File: config.mk
export PLATFORM = sky130hd
export DESIGN_NAME = spi_fifo_irq
export DESIGN_NICKNAME = d
export VERILOG_FILES = /design/src/rtl/spi_fifo_pkg.sv /design/src/rtl/spi_word_fifo.sv /design/src/rtl/spi_sticky_flag.sv /design/src/rtl/spi_fifo_irq.sv
export SDC_FILE = /design/constraint.sdc
export NUM_CORES = 1
export LEC_CHECK = 0
export ABC_AREA = 1
export BUFFER_PORTS_ARGS = -buffer_cell sky130_fd_sc_hd__buf_4
export CORE_ASPECT_RATIO = 1.5
export CORE_UTILIZATION = 50
export DETAILED_ROUTE_END_ITERATION = 7
export PLACE_DENSITY = 0.7
export REMOVE_ABC_BUFFERS = 1
export SYNTH_ARGS = -nofsm -noshare
export SYNTH_HDL_FRONTEND = slang
export SYNTH_HIERARCHICAL = 1
export SYNTH_SLANG_ARGS = --single-unit
File: constraint.sdc
create_clock -name clk -period 7.36 [get_ports clk]
set_input_delay 1.104 -clock clk [delete_from_list [all_inputs] [get_ports clk]]
set_output_delay 1.104 -clock clk [all_outputs]
set_load 0.02 [all_outputs]
File: src/rtl/spi_fifo_pkg.sv
package spi_fifo_pkg;

    localparam int ST_W        = 8;
    localparam int ST_TX_EMPTY = 0;
    localparam int ST_TX_HALF  = 1;
    localparam int ST_TX_FULL  = 2;
    localparam int ST_RX_READY = 3;
    localparam int ST_RX_HALF  = 4;
    localparam int ST_RX_FULL  = 5;
    localparam int ST_RX_OVF   = 6;
    localparam int ST_DONE     = 7;
    localparam int N_STICKY    = 2;

    typedef enum logic [1:0] {
        OCC_EMPTY   = 2'd0,
        OCC_PARTIAL = 2'd1,
        OCC_FULL    = 2'd2
    } occ_state_e;

    typedef enum logic {
        FLAG_CLEAR = 1'b0,
        FLAG_HELD  = 1'b1
    } flag_state_e;

endpackage

File: src/rtl/spi_word_fifo.sv
module spi_word_fifo
    import spi_fifo_pkg::*;
#(
    parameter int DATA_W = 32,
    parameter int DEPTH  = 16,
    localparam int PTR_W = (DEPTH > 1) ? $clog2(DEPTH) : 1,
    localparam int CNT_W = $clog2(DEPTH + 1)
) (
    input  logic              clk,
    input  logic              rst_n,
    input  logic              flush,
    input  logic              push,
    input  logic [DATA_W-1:0] push_data,
    input  logic              pop,
    output logic [DATA_W-1:0] pop_data,
    output logic [CNT_W-1:0]  count,
    output logic              empty,
    output logic              half,
    output logic              full
);

    localparam logic [CNT_W-1:0] HALF_LVL = CNT_W'(DEPTH / 2);
    localparam logic [CNT_W-1:0] TOP_LVL  = CNT_W'(DEPTH);
    localparam logic [PTR_W-1:0] LAST_PTR = PTR_W'(DEPTH - 1);

    occ_state_e        state_q, state_nxt;
    logic [CNT_W-1:0]  count_q, count_nxt;
    logic [PTR_W-1:0]  wr_ptr_q, rd_ptr_q;
    logic [DATA_W-1:0] mem [DEPTH];
    logic              pop_ok, push_ok;

    function automatic logic [PTR_W-1:0] ptr_inc(input logic [PTR_W-1:0] p);
        return (p == LAST_PTR) ? '0 : p + PTR_W'(1);
    endfunction

    assign pop_ok  = pop & ~flush & (state_q != OCC_EMPTY);
    assign push_ok = push & ~flush & ((state_q != OCC_FULL) | pop_ok);

    always_comb begin
        if (flush) begin
            count_nxt = '0;
        end else begin
            count_nxt = count_q + CNT_W'(push_ok) - CNT_W'(pop_ok);
        end
    end

    // next-state logic of the occupancy machine
    always_comb begin
        state_nxt = state_q;
        unique case (state_q)
            OCC_EMPTY: begin
                if (push_ok) begin
                    state_nxt = (DEPTH == 1) ? OCC_FULL : OCC_PARTIAL;
                end
            end
            OCC_PARTIAL: begin
                if (flush) begin
                    state_nxt = OCC_EMPTY;
                end else if (push_ok && !pop_ok && count_q == TOP_LVL - CNT_W'(1)) begin
                    state_nxt = OCC_FULL;
                end else if (pop_ok && !push_ok && count_q == CNT_W'(1)) begin
                    state_nxt = OCC_EMPTY;
                end
            end
            OCC_FULL: begin
                if (flush) begin
                    state_nxt = OCC_EMPTY;
                end else if (pop_ok && !push_ok) begin
                    state_nxt = (DEPTH == 1) ? OCC_EMPTY : OCC_PARTIAL;
                end
            end
            default: state_nxt = OCC_EMPTY;
        endcase
    end

    // state register
    always_ff @(posedge clk or negedge rst_n) begin
        if (!rst_n) begin
            state_q  <= OCC_EMPTY;
            count_q  <= '0;
            wr_ptr_q <= '0;
            rd_ptr_q <= '0;
            pop_data <= '0;
        end else begin
            state_q <= state_nxt;
            count_q <= count_nxt;
            if (flush) begin
                wr_ptr_q <= '0;
                rd_ptr_q <= '0;
            end else begin
                if (push_ok) wr_ptr_q <= ptr_inc(wr_ptr_q);
                if (pop_ok)  rd_ptr_q <= ptr_inc(rd_ptr_q);
            end
            if (pop_ok) pop_data <= mem[rd_ptr_q];
        end
    end

    always_ff @(posedge clk) begin
        if (push_ok) mem[wr_ptr_q] <= push_data;
    end

    // outputs of the occupancy machine
    always_comb begin
        empty = 1'b0;
        full  = 1'b0;
        unique case (state_q)
            OCC_EMPTY:   empty = 1'b1;
            OCC_PARTIAL: ;
            OCC_FULL:    full  = 1'b1;
            default:     empty = 1'b1;
        endcase
        half  = (count_q >= HALF_LVL);
        count = count_q;
    end

endmodule

File: src/rtl/spi_sticky_flag.sv
module spi_sticky_flag
    import spi_fifo_pkg::*;
(
    input  logic clk,
    input  logic rst_n,
    input  logic set,
    input  logic clr,
    output logic flag
);

    flag_state_e state_q, state_nxt;

    always_comb begin
        state_nxt = state_q;
        unique case (state_q)
            FLAG_CLEAR: if (set)         state_nxt = FLAG_HELD;
            FLAG_HELD:  if (clr && !set) state_nxt = FLAG_CLEAR;
            default:                     state_nxt = FLAG_CLEAR;
        endcase
    end

    always_ff @(posedge clk or negedge rst_n) begin
        if (!rst_n) state_q <= FLAG_CLEAR;
        else        state_q <= state_nxt;
    end

    always_comb begin
        unique case (state_q)
            FLAG_HELD:  flag = 1'b1;
            default:    flag = 1'b0;
        endcase
    end

endmodule

File: src/rtl/spi_fifo_irq.sv
module spi_fifo_irq
    import spi_fifo_pkg::*;
#(
    parameter int DATA_W = 32,
    parameter int DEPTH  = 16,
    localparam int CNT_W = $clog2(DEPTH + 1)
) (
    input  logic              clk,
    input  logic              rst_n,
    input  logic              bus_tx_push,
    input  logic [DATA_W-1:0] bus_tx_data,
    input  logic              bus_rx_pop,
    output logic [DATA_W-1:0] bus_rx_data,
    input  logic              eng_tx_pop,
    output logic [DATA_W-1:0] eng_tx_data,
    input  logic              eng_rx_push,
    input  logic [DATA_W-1:0] eng_rx_data,
    input  logic              eng_done,
    input  logic [ST_W-1:0]   status_w1c,
    input  logic              irq_en_wr,
    input  logic [ST_W-1:0]   irq_en_wdata,
    input  logic [1:0]        soft_rst,
    output logic [ST_W-1:0]   status,
    output logic [ST_W-1:0]   irq_en,
    output logic [CNT_W-1:0]  tx_count,
    output logic [CNT_W-1:0]  rx_count,
    output logic              irq
);

    logic tx_empty, tx_half, tx_full;
    logic rx_empty, rx_half, rx_full;
    logic rx_drop;
    logic [N_STICKY-1:0] sticky_set, sticky_clr, sticky_flag;
    logic unused_w1c;

    assign unused_w1c = ^status_w1c[ST_RX_FULL:ST_TX_EMPTY];

    spi_word_fifo #(.DATA_W(DATA_W), .DEPTH(DEPTH)) u_txq (
        .clk       (clk),
        .rst_n     (rst_n),
        .flush     (soft_rst[0]),
        .push      (bus_tx_push),
        .push_data (bus_tx_data),
        .pop       (eng_tx_pop),
        .pop_data  (eng_tx_data),
        .count     (tx_count),
        .empty     (tx_empty),
        .half      (tx_half),
        .full      (tx_full)
    );

    spi_word_fifo #(.DATA_W(DATA_W), .DEPTH(DEPTH)) u_rxq (
        .clk       (clk),
        .rst_n     (rst_n),
        .flush     (soft_rst[1]),
        .push      (eng_rx_push),
        .push_data (eng_rx_data),
        .pop       (bus_rx_pop),
        .pop_data  (bus_rx_data),
        .count     (rx_count),
        .empty     (rx_empty),
        .half      (rx_half),
        .full      (rx_full)
    );

    // a delivered word is lost only when full, not flushing, and not draining
    assign rx_drop = eng_rx_push & ~soft_rst[1] & rx_full & ~(bus_rx_pop & ~rx_empty);

    assign sticky_set = {eng_done, rx_drop};
    assign sticky_clr = {status_w1c[ST_DONE], status_w1c[ST_RX_OVF]};

    for (genvar g = 0; g < N_STICKY; g++) begin : g_sticky
        spi_sticky_flag u_flag (
            .clk   (clk),
            .rst_n (rst_n),
            .set   (sticky_set[g]),
            .clr   (sticky_clr[g]),
            .flag  (sticky_flag[g])
        );
    end

    always_ff @(posedge clk or negedge rst_n) begin
        if (!rst_n)         irq_en <= '0;
        else if (irq_en_wr) irq_en <= irq_en_wdata;
    end

    always_comb begin
        status              = '0;
        status[ST_TX_EMPTY] = tx_empty;
        status[ST_TX_HALF]  = tx_half;
        status[ST_TX_FULL]  = tx_full;
        status[ST_RX_READY] = ~rx_empty;
        status[ST_RX_HALF]  = rx_half;
        status[ST_RX_FULL]  = rx_full;
        status[ST_RX_OVF]   = sticky_flag[0];
        status[ST_DONE]     = sticky_flag[1];
    end

    assign irq = |(status & irq_en);

endmodule

==> impl_metrics.py <==
metrics = {
    "floorplan": {
        "core_um2": 96000,
        "start_util": 0.5055,
        "die_area_um2": 98340,
        "num_rows": 139,
        "die_w_um": 256.4,
        "boundaryPins": 181,
        "die_h_um": 383.6,
    },
    "route": {
        "vias": 31780,
        "wl_met3_mm": 7.147,
        "wl_per_cell_um": 19.17,
        "top_layer": "met5",
        "ant_nets": 0,
        "viasPerCell": 5.259,
        "dr.first_iter.drc_count": 2698,
        "wl_mm": 115.9,
        "wl_met2_mm": 62.23,
        "drtPass1Iterations": 5,
        "wl_met1_mm": 42.23,
        "drc": 0,
    },
    "synthesis": {
        "netlist_area_um2": 48530,
        "synth_warnings": 6,
        "ys_top_cells_by_area": "edfxtp_1 (63%), nand2_1 (10%), nand3_1 (7.4%), inv_1 (5.9%), dfrtp_1 (5.4%)",
        "synth_seq_cells": 1128,
        "async_flop_share": 0.09220,
        "synth_top_area_share": 0.6336,
        "synthCells": 4571,
        "synth_top_area_cell": "edfxtp_1",
        "synth_seq_area_share": 0.6872,
        "synthFlopType": "edfxtp_1",
        "synth_edf_count": 1024,
        "synth_cell_types": 35,
        "syn_area_per_cell_um2": 10.62,
    },
    "final_layout": {
        "post_route_cells_drive_above_1_share": 0.1026,
        "layout_common_cells": "nand2_1 (1309), edfxtp_1 (1024), inv_1 (764)",
        "finalNetCount": 4813,
        "mostFrequentLayoutCell": "nand2_1",
        "n_antenna_cell": 0,
        "areaGrowthSynthToFinish_pct": 11.73,
        "finish.utilization": 0.5648,
        "register_area_um2": 33370,
        "fillers": 7705,
        "instances_no_fill": 6043,
        "multi_input_area_um2": 11090,
        "final_area_um2": 54220,
    },
    "status": {
        "status": "completed",
    },
    "grt": {
        "grt_max_degree": 178,
        "antenna_found_initial": 6,
        "gr-total-overflow": 0,
        "grt_usage": 0.2357,
        "grt_pass1_vias": 31370,
        "grt_pass1_wl_mm": 176.8,
    },
    "setup_path": {
        "worst-path-max-fanout": 82,
        "cpMostUsedCell": "nand2_1",
        "critPathBufInv": 2,
        "crit_arrival_ps": 4040,
        "reg2reg_depth": 8,
        "worstReg2RegStart": "u_rxq/rd_ptr_q[0]",
        "crit_path_top_delay_cell": "dfrtp_4",
        "crit_cells": 8,
        "cp-end-kind": "flip-flop",
        "start_kind": "flip-flop",
        "max_stage_delay_ps": 880,
        "cp.required_ps": 7970,
        "crit_start": "u_rxq/rd_ptr_q[0]",
        "crit_family": "buffers and inverters",
        "crit_type": "flip-flop to flip-flop",
        "cp_cell_sequence": "buf_4 -> buf_4 -> nand2_1 -> nand2_1 -> nand2_1 -> nand3_1 -> nand3_1 -> a21oi_1",
    },
    "sta": {
        "slew-limit-headroom": 0.2345,
        "finClkSkew_ps": 18.27,
        "setup_viol": 0,
        "timing.final.crit_period_ps": 3427,
        "timing.fmax_ghz": 0.2918,
        "max_slew.worst_pin.slew_ps": 1144,
        "rsz0062_at_grt": "no",
        "hold_viol_final": 0,
        "finalCritPeriodShare": 0.4656,
        "drv_slew": 0,
        "fin_tns_setup_ps": 0,
    },
    "cts": {
        "hold_buffers": 0,
        "cts_tree": "yes",
        "cts.path.max_buffers": 3,
        "cts_num_sinks": 1128,
        "root_buffer": "clkbuf_16",
        "post-cts-setup-buffers": 0,
        "cts.clk_slew.worst_paths_ps": 70,
        "cts_made_buffers": 103,
        "htreeDepth": 3,
        "clkLatencyLatePin_ps": 690,
        "cts_resized": 0,
    },
    "power_and_ir_drop": {
        "total_power_w": 0.01577,
        "leakagePower_nw": 22.61,
        "peakVddDrop_v": 0.0002894,
        "powerDensity_nw_per_um2": 290.8,
    },
    "place": {
        "dpl_cell_area_um2": 50740,
        "numPortBuffers": 174,
        "hpwl_mm": 60.26,
        "gp_congestion": 0.7845,
        "post-place-cells": 5849,
    },
    "hold_path": {
        "hold_class": "primary input to asynchronous set/reset pin",
    },
    "run": {
        "maxCapViolations": 0,
    },
}
-- worst paths after layout --
path                       slack (ps)                         end
setup / recovery                 3930          u_rxq/pop_data[17]
hold / removal                    420           u_rxq/pop_data[5]
hold reg to reg                   510  g_sticky[1].u_flag/state_q
min in group clk                  510  g_sticky[1].u_flag/state_q
max in group asynchronous        5450          u_txq/pop_data[10]
setup reg to reg                 3930          u_rxq/pop_data[17]
-- stage by stage --
step | setup slack [ps] | hold WS, ps
3_3_place_gp | 3654 | 489.4
4_1_cts | 3976 | 408.7
6_report | 3933 | 419.2
5_1_grt | 3733 | 458.7
2_1_floorplan | -85.36 | 490.0
3_5_place_dp | 3670 | 492.2
-- final cells by class --
class	instances	share of cell area
Sequential cell	1128	0.6154
Multi-Input combinational cell	2439	0.2045
Inverter	782	0.05450
Clock buffer	136	0.05229
Timing Repair Buffer	231	0.03205
Tap cell	1269	0.02928
Clock inverter	58	0.01202
-- flip-flops by register name (all words and copies together) (netlist names), 5 cells and up --
register / count
u_rxq/count: 5
u_rxq/pop_data: 32
u_txq/mem: 512
u_txq/count: 5
u_txq/pop_data: 32
u_rxq/mem: 512
irq_en: 8
-- metal layers --
layer | up-vias | global-route usage
met5 | - | 0
met4 | 12 | 0.1046
met3 | 298 | 0.03926
met2 | 1023 | 0.4405
met1 | 15400 | 0.2614
li1 | 15050 | -
-- cell usage after synthesis (3+ instances only) --
| cell | number |
|---|---|
| inv_2 | 5 |
| buf_2 | 134 |
| o22ai_1 | 6 |
| a21oi_1 | 139 |
| xor2_1 | 3 |
| or2_2 | 44 |
| nor3_1 | 9 |
| or2_0 | 13 |
| clkinv_1 | 6 |
| buf_6 | 36 |
| nor2_1 | 109 |
| ha_1 | 36 |
| o21ai_0 | 29 |
| clkbuf_1 | 20 |
| nand2_1 | 1311 |
| buf_4 | 23 |
| or2_1 | 7 |
| inv_1 | 769 |
| edfxtp_1 | 1024 |
| buf_1 | 5 |
| nand3_1 | 720 |
| dfrtp_1 | 104 |
-- kinds of logic (layout without fill, tap and decap cells) --
| group | after synthesis | count (layout) | share of synthesized area |
|---|---|---|---|
| flops | 1128 | 1128 | 0.6872 |
| buf+inv | 1004 | 1207 | 0.08907 |
| simple gates | 2219 | 2219 | 0.1942 |
| fa+ha+maj | 38 | 38 | 0.01011 |
| compound gates | 178 | 178 | 0.01869 |
| xor+xnor | 4 | 4 | 0.0007220 |
-- report_power, final --
part / switching (W) / internal, W / total, W / leakage, nW
registers: 0.000237 / 0.00725 / 0.00748 / 10.4
logic: 0.00184 / 0.000954 / 0.00279 / 10.5
clock network: 0.00232 / 0.00317 / 0.00549 / 1.69
total: 0.00440 / 0.0114 / 0.0158 / 22.6
Note: power is estimated with default switching activity, not from simulation.
